$ cat src/rtl/tx_ser_pkg.sv
`timescale 1ns/1ps
package tx_ser_pkg;
  localparam int FLAG_N    = 4;
  localparam int FL_EMPTY  = 0;
  localparam int FL_DONE   = 1;
  localparam int FL_OVF    = 2;
  localparam int FL_UNDER  = 3;
  localparam int ADR_IRQEN = 'h0D;
  localparam int ADR_STAT  = 'h0E;
  localparam int ADR_DATA  = 'h0F;
endpackage

$ cat src/rtl/tx_shifter.sv
`timescale 1ns/1ps
module tx_shifter #(
  parameter int DATA_W = 8
) (
  input  logic              clk,
  input  logic              rst_n,
  input  logic              tx_en,
  input  logic              bit_tick,
  input  logic              data_wr,
  input  logic [DATA_W-1:0] wdata,
  output logic              ser_bit,
  output logic              ser_active,
  output logic              load_ev,
  output logic              done_ev,
  output logic              under_ev,
  output logic              ovf_ev
);
  localparam int CNT_W = (DATA_W > 1) ? $clog2(DATA_W) : 1;
  localparam logic [CNT_W-1:0] LAST = CNT_W'(DATA_W - 1);

  logic [DATA_W-1:0] hold_data, shreg;
  logic              hold_full, busy, sent_any;
  logic [CNT_W-1:0]  cnt;
  logic              step, at_last;

  always_comb begin
    step     = tx_en & bit_tick;
    at_last  = busy && (cnt == LAST);
    load_ev  = step && hold_full && (!busy || at_last);
    done_ev  = step && at_last && !hold_full;
    under_ev = step && !busy && !hold_full && sent_any;
    ovf_ev   = tx_en && data_wr && hold_full && !load_ev;
  end

  always_ff @(posedge clk) begin
    if (!rst_n) begin
      hold_data <= '0;
      hold_full <= 1'b0;
      shreg     <= '0;
      cnt       <= '0;
      busy      <= 1'b0;
      sent_any  <= 1'b0;
    end else begin
      if (data_wr) begin
        hold_data <= wdata;
        hold_full <= 1'b1;
      end else if (load_ev) begin
        hold_full <= 1'b0;
      end
      if (!tx_en) begin
        shreg    <= '0;
        cnt      <= '0;
        busy     <= 1'b0;
        sent_any <= 1'b0;
      end else if (load_ev) begin
        shreg    <= hold_data;
        cnt      <= '0;
        busy     <= 1'b1;
        sent_any <= sent_any | busy;
      end else if (step && busy) begin
        sent_any <= 1'b1;
        if (at_last) begin
          busy <= 1'b0;
        end else begin
          shreg <= {shreg[DATA_W-2:0], 1'b0};
          cnt   <= cnt + 1'b1;
        end
      end
    end
  end

  assign ser_bit    = busy & shreg[DATA_W-1];
  assign ser_active = busy;

  // a byte waiting at the end of the last bit starts on the same tick
  a_r3_no_gap: assert property (@(posedge clk) disable iff (!rst_n)
    (step && busy && cnt == LAST && hold_full) |=> (busy && cnt == '0));

  // a write into a full, unloaded holding register replaces its content
  a_r5_newest_kept: assert property (@(posedge clk) disable iff (!rst_n)
    (tx_en && data_wr && hold_full && !(bit_tick && (!busy || cnt == LAST)))
    |=> (hold_full && hold_data == $past(wdata)));
endmodule

$ cat src/rtl/tx_irq_flags.sv
`timescale 1ns/1ps
module tx_irq_flags
  import tx_ser_pkg::*;
(
  input  logic              clk,
  input  logic              rst_n,
  input  logic              tx_en,
  input  logic              load_ev,
  input  logic              done_ev,
  input  logic              under_ev,
  input  logic              ovf_ev,
  input  logic              data_wr,
  input  logic              stat_rd,
  input  logic              en_wr,
  input  logic [FLAG_N-1:0] en_wdata,
  output logic [FLAG_N-1:0] flags_vis,
  output logic [FLAG_N-1:0] en_q,
  output logic              irq
);
  logic [FLAG_N-1:0] flags;
  logic [FLAG_N-1:0] set_vec;

  always_comb begin
    set_vec           = '0;
    set_vec[FL_DONE]  = done_ev;
    set_vec[FL_OVF]   = ovf_ev;
    set_vec[FL_UNDER] = under_ev;
  end

  for (genvar gi = FL_DONE; gi < FLAG_N; gi++) begin : g_rdclr
    always_ff @(posedge clk) begin
      if (!rst_n || !tx_en) flags[gi] <= 1'b0;
      else                  flags[gi] <= set_vec[gi] | (flags[gi] & ~stat_rd);
    end
  end

  always_ff @(posedge clk) begin
    if (!rst_n || !tx_en) flags[FL_EMPTY] <= 1'b0;
    else if (data_wr)     flags[FL_EMPTY] <= 1'b0;
    else                  flags[FL_EMPTY] <= flags[FL_EMPTY] | load_ev;
  end

  always_ff @(posedge clk) begin
    if (!rst_n)     en_q <= '0;
    else if (en_wr) en_q <= en_wdata;
  end

  assign flags_vis = tx_en ? flags : '0;
  assign irq       = |(flags_vis & en_q);

  // a data write leaves empty cleared
  a_r4_wr_clears_empty: assert property (@(posedge clk) disable iff (!rst_n)
    (tx_en && data_wr) |=> !flags[FL_EMPTY]);

  // a status read without a write or load does not touch empty
  a_r8_read_keeps_empty: assert property (@(posedge clk) disable iff (!rst_n)
    (tx_en && stat_rd && !data_wr && !load_ev) |=> (flags[FL_EMPTY] == $past(flags[FL_EMPTY])));
endmodule

$ cat src/rtl/tx_serializer_irq.sv
`timescale 1ns/1ps
module tx_serializer_irq
  import tx_ser_pkg::*;
#(
  parameter int DATA_W = 8,
  parameter int ADDR_W = 8
) (
  input  logic              clk,
  input  logic              rst_n,
  input  logic              tx_en,
  input  logic              bit_tick,
  input  logic              reg_wr,
  input  logic              reg_rd,
  input  logic [ADDR_W-1:0] reg_addr,
  input  logic [DATA_W-1:0] reg_wdata,
  output logic [DATA_W-1:0] reg_rdata,
  output logic              ser_bit,
  output logic              ser_active,
  output logic              irq
);
  localparam logic [ADDR_W-1:0] A_EN   = ADDR_W'(ADR_IRQEN);
  localparam logic [ADDR_W-1:0] A_STAT = ADDR_W'(ADR_STAT);
  localparam logic [ADDR_W-1:0] A_DATA = ADDR_W'(ADR_DATA);

  logic sel_en, sel_stat, sel_data;
  logic data_wr, en_wr, stat_rd;
  logic load_ev, done_ev, under_ev, ovf_ev;
  logic [FLAG_N-1:0] flags_vis, en_q;

  always_comb begin
    sel_en   = (reg_addr == A_EN);
    sel_stat = (reg_addr == A_STAT);
    sel_data = (reg_addr == A_DATA);
    data_wr  = reg_wr & sel_data;
    en_wr    = reg_wr & sel_en;
    stat_rd  = reg_rd & sel_stat;
  end

  tx_shifter #(.DATA_W(DATA_W)) u_shift (
    .clk        (clk),
    .rst_n      (rst_n),
    .tx_en      (tx_en),
    .bit_tick   (bit_tick),
    .data_wr    (data_wr),
    .wdata      (reg_wdata),
    .ser_bit    (ser_bit),
    .ser_active (ser_active),
    .load_ev    (load_ev),
    .done_ev    (done_ev),
    .under_ev   (under_ev),
    .ovf_ev     (ovf_ev)
  );

  tx_irq_flags u_flags (
    .clk       (clk),
    .rst_n     (rst_n),
    .tx_en     (tx_en),
    .load_ev   (load_ev),
    .done_ev   (done_ev),
    .under_ev  (under_ev),
    .ovf_ev    (ovf_ev),
    .data_wr   (data_wr),
    .stat_rd   (stat_rd),
    .en_wr     (en_wr),
    .en_wdata  (reg_wdata[FLAG_N-1:0]),
    .flags_vis (flags_vis),
    .en_q      (en_q),
    .irq       (irq)
  );

  always_comb begin
    reg_rdata = '0;
    if (sel_en)        reg_rdata[FLAG_N-1:0] = en_q;
    else if (sel_stat) reg_rdata[FLAG_N-1:0] = flags_vis;
  end

  // mode low keeps the interrupt and status quiet
  a_r10_mode_quiet: assert property (@(posedge clk) disable iff (!rst_n)
    !tx_en |-> (!irq && (!sel_stat || reg_rdata == '0)));

  // done rises only as the shifter goes idle
  a_r6_done_idle: assert property (@(posedge clk) disable iff (!rst_n)
    $rose(flags_vis[FL_DONE]) |-> !ser_active);

  // reserved bits of the enable and status registers read zero
  a_r11_reserved_zero: assert property (@(posedge clk) disable iff (!rst_n)
    (sel_en || sel_stat) |-> (reg_rdata[DATA_W-1:FLAG_N] == '0));

  // no serial data while idle
  a_r2_idle_low: assert property (@(posedge clk) disable iff (!rst_n)
    (!ser_active && !$past(ser_active)) |-> !ser_bit);
endmodule

$ cat config.mk
export PLATFORM = sky130hd
export DESIGN_NAME = tx_serializer_irq
export DESIGN_NICKNAME = d
export VERILOG_FILES = /design/src/rtl/tx_ser_pkg.sv /design/src/rtl/tx_shifter.sv /design/src/rtl/tx_irq_flags.sv /design/src/rtl/tx_serializer_irq.sv
export SDC_FILE = /design/constraint.sdc
export NUM_CORES = 1
export LEC_CHECK = 0
export BUFFER_PORTS_ARGS = -buffer_cell sky130_fd_sc_hd__buf_2
export CAP_MARGIN = 10
export CORE_MARGIN = 2
export CORE_UTILIZATION = 54
export DETAILED_ROUTE_END_ITERATION = 10
export GPL_TIMING_DRIVEN = 0
export PLACE_DENSITY = 0.78
export SKIP_CTS_REPAIR_TIMING = 1
export SYNTH_ARGS = -nofsm -noshare
export SYNTH_HDL_FRONTEND = slang
export SYNTH_HIERARCHICAL = 1
export SYNTH_SLANG_ARGS = --single-unit
$ cat constraint.sdc
create_clock -name clk -period 1.78 [get_ports clk]
set_input_delay 0.178 -clock clk [delete_from_list [all_inputs] [get_ports clk]]
set_output_delay 0.178 -clock clk [all_outputs]
set_load 0.03 [all_outputs]
==> results.toml, run 1 <==
[drt]
wl_mm = 3.34
drc_errors = 0
num_vias = 1332
ant_nets = 0
first_pass_iters = 4
viasPerCell = 5.48
wire_per_inst_um = 13.8
drt_iter0_drc = 58

[pwr]
leakage_nw = 0.737
ir_drop_mv = 0.487
total_power_mw = 1.19
powerDensity_nw_per_um2 = 613

[timing]
fmax_mhz = 581
fin_crit_ns = 1.72
period_share_pct = 96.7
hold_viol = 0
postLayoutSetupSlackWorst_ns = 0.0581
finalMaxSlewViolations = 0
worst_slew_pin_slew_ns = 0.532
setup_viol = 0
clock_skew_ns = 0.00472
slew_headroom_pct = 64.5

[clocking]
cts_tree = "built"
clk_path_buf_depth = 2
htree_num_levels = 2
clock_latency_ns = 0.31
path_clk_slew_ns = 0.09
cts_inserted_buffers = 5
cts_root_buf = "clkbuf_4"
clock-sinks = 30

[floorplanning]
pin_count = 33
coreArea_sq_um = 2810
start_util_pct = 58.3
dieWidth_um = 59.0
die_area_sq_um = 3480
die_h_um = 59.0
num_rows = 19

[global_routing]
track_usage_pct = 21.5
antenna_found_initial = 0
grt_pass1_vias = 1277
grt_pass1_wl_mm = 5.70
grt_remaining_overflow = 0
grt_max_degree = 11

[synthesis]
yosys-top-cells-area = "dfxtp_1 (37%), mux2i_1 (12%), nand3b_1 (6.0%), nor2b_1 (4.6%), a221oi_1 (3.8%)"
synth_top_area_share_pct = 36.8
yosys_warnings = 6
synth_area_sq_um = 1630
syn_avg_cell_area_sq_um = 9.45
synth_top_area_cell = "dfxtp_1"
seq_area_frac_synth_pct = 36.8
synthCells = 173
synth_seq_cells = 30
synth_cell_types = 40

[placed_design]
gp_congestion = 0.833
dp_hpwl_mm = 2.50
dp_slack_ns = -0.163
io_buffers = 28

[layout]
drive_above_1_share_pct = 29.7
seq_area_sq_um = 601
nets = 235
nFillCells = 226
multi_input_comb_area_sq_um = 932
antenna_cells = 0
syn2layout_area_growth_pct = 18.7

[critical_path]
path_cells = "and2_1, nand3b_1, a2111oi_2, buf_2"
cp_data_arrival_time_ns = 1.54
end_kind = "primary output"
critPathTopFamily = "flip-flops"
cp_max_fo = 3
r2r_slack_ns = 0.16
startpoint = "u_flags/flags[3]"
r2r_start = "u_shift/cnt[1]"
worstSetupStartpointType = "flip-flop"
crit_end = "reg_rdata[3]"
max_stage_delay_ns = 0.38
r2r-end = "u_shift/shreg[3]"
cp.required_ns = 1.60
critPathSlowestCell = "dfxtp_1"
rr_worst_depth = 5
path_buf_inv = 1
cp_num_cells = 4
worst-setup-path-type = "reg2out"

[outcome]
status = "completed"

[run]
drv_cap = 0

[worst_hold_path]
hp-class = "in2reg"
==> worst min-delay path by stage <==
stage / start / to / slack [ns] / cells after the start
CTS: reg_wdata[7] / u_shift/hold_data[7] / 0.11 / 3
detailed placement: reg_wdata[7] / u_shift/hold_data[7] / 0.45 / 3
global placement: reg_wdata[7] / u_shift/hold_data[7] / 0.43 / 3
global route: reg_wdata[4] / u_shift/hold_data[4] / 0.11 / 3
floorplan: rst_n / u_flags/en_q[0] / 0.31 / 1
finish: reg_wdata[7] / u_shift/hold_data[7] / 0.12 / 3
==> cell type report <==
| type | instances | area share, % |
|---|---|---|
| Buffer | 15 | 6.45 |
| Clock buffer | 7 | 2.84 |
| Clock inverter | 1 | 0.258 |
| Inverter | 10 | 1.94 |
| Multi-Input combinational cell | 121 | 48.1 |
| Sequential cell | 30 | 31.0 |
| Tap cell | 31 | 2.00 |
| Timing Repair Buffer | 28 | 7.48 |
==> synth_stat cells <==
cell type  count
dfxtp_1       30
mux2i_1       19
nand3b_1      13
nor2b_1       12
inv_1         10
a221oi_1       7
buf_4          7
nand2_1        7
nand2b_1       7
a21oi_1        6
and2_1         6
nand3_1        4
a22oi_1        3
a31oi_1        3
buf_6          3
nor2_1         3
nor4_1         3
or2b_1         3
a2111oi_1      2
a21boi_0       2
buf_2          2
ha_1           2
nor3_1         2
a2111oi_0      1
a2111oi_2      1
and2b_2        1
and3_1         1
buf_12         1
clkbuf_1       1
clkbuf_2       1
conb_1         1
nand2_2        1
nand2b_2       1
nand4_1        1
nand4bb_2      1
nor3_2         1
nor4b_1        1
o211a_1        1
o21a_1         1
o21ai_2        1
==> power breakdown <==
part / leakage (nW) / switching (mW) / internal [mW]
sequential: 0.241 / 0.000367 / 0.671
clock: 0.0353 / 0.222 / 0.191
combinational: 0.460 / 0.0607 / 0.0437
total: 0.737 / 0.283 / 0.906
==> cells in the final DEF, fill, tap and decap left out, types with 2 or more instances in the layout <==
master	count
clkbuf_4	5
conb_1	4
nor4_1	2
buf_2	28
a31oi_1	3
clkbuf_1	2
nand2_1	7
a221oi_2	2
nand3_1	4
a21oi_1	6
nor3_1	2
a2111oi_2	3
a221oi_1	5
inv_1	10
buf_4	9
dfxtp_1	30
nand3b_1	13
nor2b_1	12
a22oi_1	3
or2b_1	3
nor2_1	3
nand2b_1	7
mux2i_1	19
and2_1	6
buf_6	3
a21boi_0	2
==> cell families (layout without fill, tap and decap cells) <==
| family | Yosys count | after routing | synth area share, % |
|---|---|---|---|
| flip-flops | 30 | 30 | 36.8 |
| other | 1 | 4 | 0.229 |
| adder cells (fa/ha/maj) | 2 | 2 | 1.53 |
| buffers and inverters | 25 | 61 | 9.95 |
| AO/OA/AOI/OAI | 28 | 28 | 13.3 |
| multiplexers | 19 | 19 | 11.6 |
| AND/OR/NAND/NOR | 68 | 68 | 26.6 |
==> metrics by stage <==
step           std cells  TNS [ns]  cell area (sq um)  hold slack, ns  utilization [%]
2_1_floorplan        176         0               1660           0.306                -
3_3_place_gp         235    -0.581               1840           0.435             65.6
3_5_place_dp         235    -0.972               1840           0.451             65.6
4_1_cts              243         0               1900           0.114             67.8
5_1_grt              243   -0.0308               1940           0.112             69.1
6_report             243         0               1940           0.116             69.1
==> worst min-delay path, stage by stage <==
cell     delay, ns
buf_2         0.07
mux2i_1       0.06
nor2b_1       0.09
==> metal layers <==
metal	global-route usage (%)	part of all wire, %	up-vias
met2	34.9	50	25
met1	28.6	46	617
met3	6.33	3.4	4
met5	0	0	-
met4	3.90	0.84	0
li1	-	-	686
==> flip-flops by register name, indices dropped and copies added (netlist names) <==
| signal | cells |
|---|---|
| u_shift/ser_active | 1 |
| u_shift/hold_data | 8 |
| u_shift/shreg | 8 |
| u_shift/hold_full | 1 |
| u_flags/en_q | 4 |
| u_flags/flags | 4 |
| u_shift/sent_any | 1 |
| u_shift/cnt | 3 |
(Power assumes the default switching activity.)
==> run 2: changes to the inputs <==
--- a/config.mk
+++ b/config.mk
@@ -8,10 +8,11 @@
 export BUFFER_PORTS_ARGS = -buffer_cell sky130_fd_sc_hd__buf_2
 export CAP_MARGIN = 10
 export CORE_MARGIN = 2
-export CORE_UTILIZATION = 54
+export CORE_UTILIZATION = 49
 export DETAILED_ROUTE_END_ITERATION = 10
 export GPL_TIMING_DRIVEN = 0
-export PLACE_DENSITY = 0.78
+export MAX_ROUTING_LAYER = met4
+export PLACE_DENSITY = 0.74
 export SKIP_CTS_REPAIR_TIMING = 1
 export SYNTH_ARGS = -nofsm -noshare
 export SYNTH_HDL_FRONTEND = slang
==> constraint.sdc (replaced) <==
create_clock -name clk -period 1.55 [get_ports clk]
set_input_delay 0.155 -clock clk [delete_from_list [all_inputs] [get_ports clk]]
set_output_delay 0.155 -clock clk [all_outputs]
set_load 0.03 [all_outputs]
==> run 2 against run 1 <==
  * The flow now finishes with violations (setup timing)
  * Non-clock buffer count grew 7
  * Core utilization decreased by 0.67 points
  * Critical path depth did not move
  * Wire length grew 10%
  * Power up 24%
  * Combinational power is 20% higher
  * Hold slack lost 0.027 ns
  * Global-route usage is 1.1 points lower
  * Count of clock-buffer cells in the layout grew 1
  * Final cell count up 8.2%
  * Via count up 8.2%
  * Sequential power is 14% higher
  * Largest cell class unchanged
  * Largest power group unchanged
==> results.toml, run 2 (synthesized netlist as in run 1, its figures left out) <==
[outcome]
status = "complete, but fails checks"
failed_checks = "setup timing"

[layout]
final_common_cell = "buf_2"
drive_above_1_share_pct = 37.4
nFillCells = 255
final_cell_mix = "buf_2 (25), dfxtp_1 (21), mux2i_1 (19), buf_4 (15), nand3b_1 (13)"
seq_area_sq_um = 617
reg_top3 = "u_shift/hold_data x8, u_shift/shreg x8"
multi_input_comb_area_sq_um = 981
nets = 242
antenna_cells = 0
syn2layout_area_growth_pct = 30.0
stdcell_area_sq_um = 2120

[global_routing]
grt_remaining_overflow = 0
grt_max_degree = 11
grt_pass1_vias = 1242
grt_pass1_wl_mm = 5.47
track_usage_pct = 20.3
antenna_found_initial = 0

[timing]
hold_viol = 0
finalMaxSlewViolations = 0
fin_crit_ns = 1.59
clock_skew_ns = 0.0118
fin_setup_tns_ns = -0.145
setup_viol = 5
rsz0062_at_grt = "yes"
period_share_pct = 103
fmax_mhz = 628
hold_slack_ns = 0.0889
postLayoutSetupSlackWorst_ns = -0.0415

[critical_path]
worstSetupStartpointType = "flip-flop"
rr_worst_depth = 7
cp_max_fo = 3
r2r_slack_ns = -0.02
worst-setup-path-type = "reg2out"
cp_data_arrival_time_ns = 1.44
r2r_start = "u_shift/cnt[0]"
end_kind = "primary output"
r2r-end = "u_shift/shreg[5]"
cp.required_ns = 1.39

[drt]
first_pass_iters = 4
num_vias = 1441
viasPerCell = 5.48
wire_per_inst_um = 14.0
drc_errors = 0
drt_iter0_drc = 83
wl_mm = 3.68
ant_nets = 0

[worst_hold_path]
min_to = "u_shift/hold_data[5]"
hp-class = "in2reg"
min_path_cells = 3
hp-start = "reg_wdata[5]"

[placed_design]
dp_hpwl_mm = 2.50
post_dp_cell_area_sq_um = 1860
io_buffers = 28
dp_slack_ns = -0.390
gp_congestion = 0.770

[clocking]
clock_latency_ns = 0.33
clk_path_buf_depth = 2
path_clk_slew_ns = 0.09
cts_tree = "built"
clock-sinks = 30
cts_inserted_buffers = 5
cts_root_buf = "clkbuf_4"
htree_num_levels = 2

[floorplanning]
die_h_um = 61.7
die_area_sq_um = 3810
dieWidth_um = 61.7
pin_count = 33
start_util_pct = 52.7
coreArea_sq_um = 3100
num_rows = 20

[pwr]
powerDensity_nw_per_um2 = 692
leakage_nw = 0.800
total_power_mw = 1.47
ir_drop_mv = 0.498

[run]
drv_cap = 0
## run 2: changes by cell type in the layout (fill, tap and decap cells not counted), sizes merged
cell,before,now
clkinv,1,0
clkbuf,9,12
buf,41,46
## run 2: cell type report
type | instances | share of cell area [%]
Tap cell | 44 | 2.59
Multi-Input combinational cell | 121 | 46.2
Sequential cell | 30 | 29.0
Timing Repair Buffer | 35 | 10.7
Clock buffer | 8 | 3.71
Inverter | 10 | 1.77
Buffer | 15 | 6.01
## run 2: critical path, cell delays in order (launching register included)
cell and delay (ns):
dfxtp_2 0.35, and2_4 0.13, nand3b_1 0.11, a2111oi_4 0.33, buf_6 0.18
## run 2: worst max path at each step
stage / start / endpoint / slack [ns]
global route: u_flags/flags[1] / reg_rdata[1] / -0.10
finish: u_flags/flags[0] / reg_rdata[0] / -0.04
CTS: u_flags/flags[0] / reg_rdata[0] / -0.20
detailed placement: reg_addr[4] / u_flags/flags[2] / -0.39
global placement: reg_addr[4] / u_flags/flags[2] / -0.33
floorplan: reg_addr[4] / u_flags/flags[2] / -0.03
## run 2: stage by stage
step / instances / util [%]
after floorplan: 176 / -
after global placement: 248 / 59.9
after detailed placement: 248 / 59.9
after CTS: 256 / 62.5
after global routing: 263 / 68.5
final: 263 / 68.5
## run 2: layer usage
metal | up-vias | global-route usage, % | share of wire, %
met2 | 43 | 31.0 | 49
met3 | 8 | 4.55 | 4.8
met5 | - | - | 0
met1 | 689 | 25.8 | 44
met4 | 0 | 9.12 | 1.7
li1 | 701 | - | -
## run 2: report_power, final
group | leakage (nW) | switching [mW] | internal (mW)
sequential | 0.247 | 0.000452 | 0.767
clock | 0.0446 | 0.269 | 0.310
combinational | 0.509 | 0.0727 | 0.0522
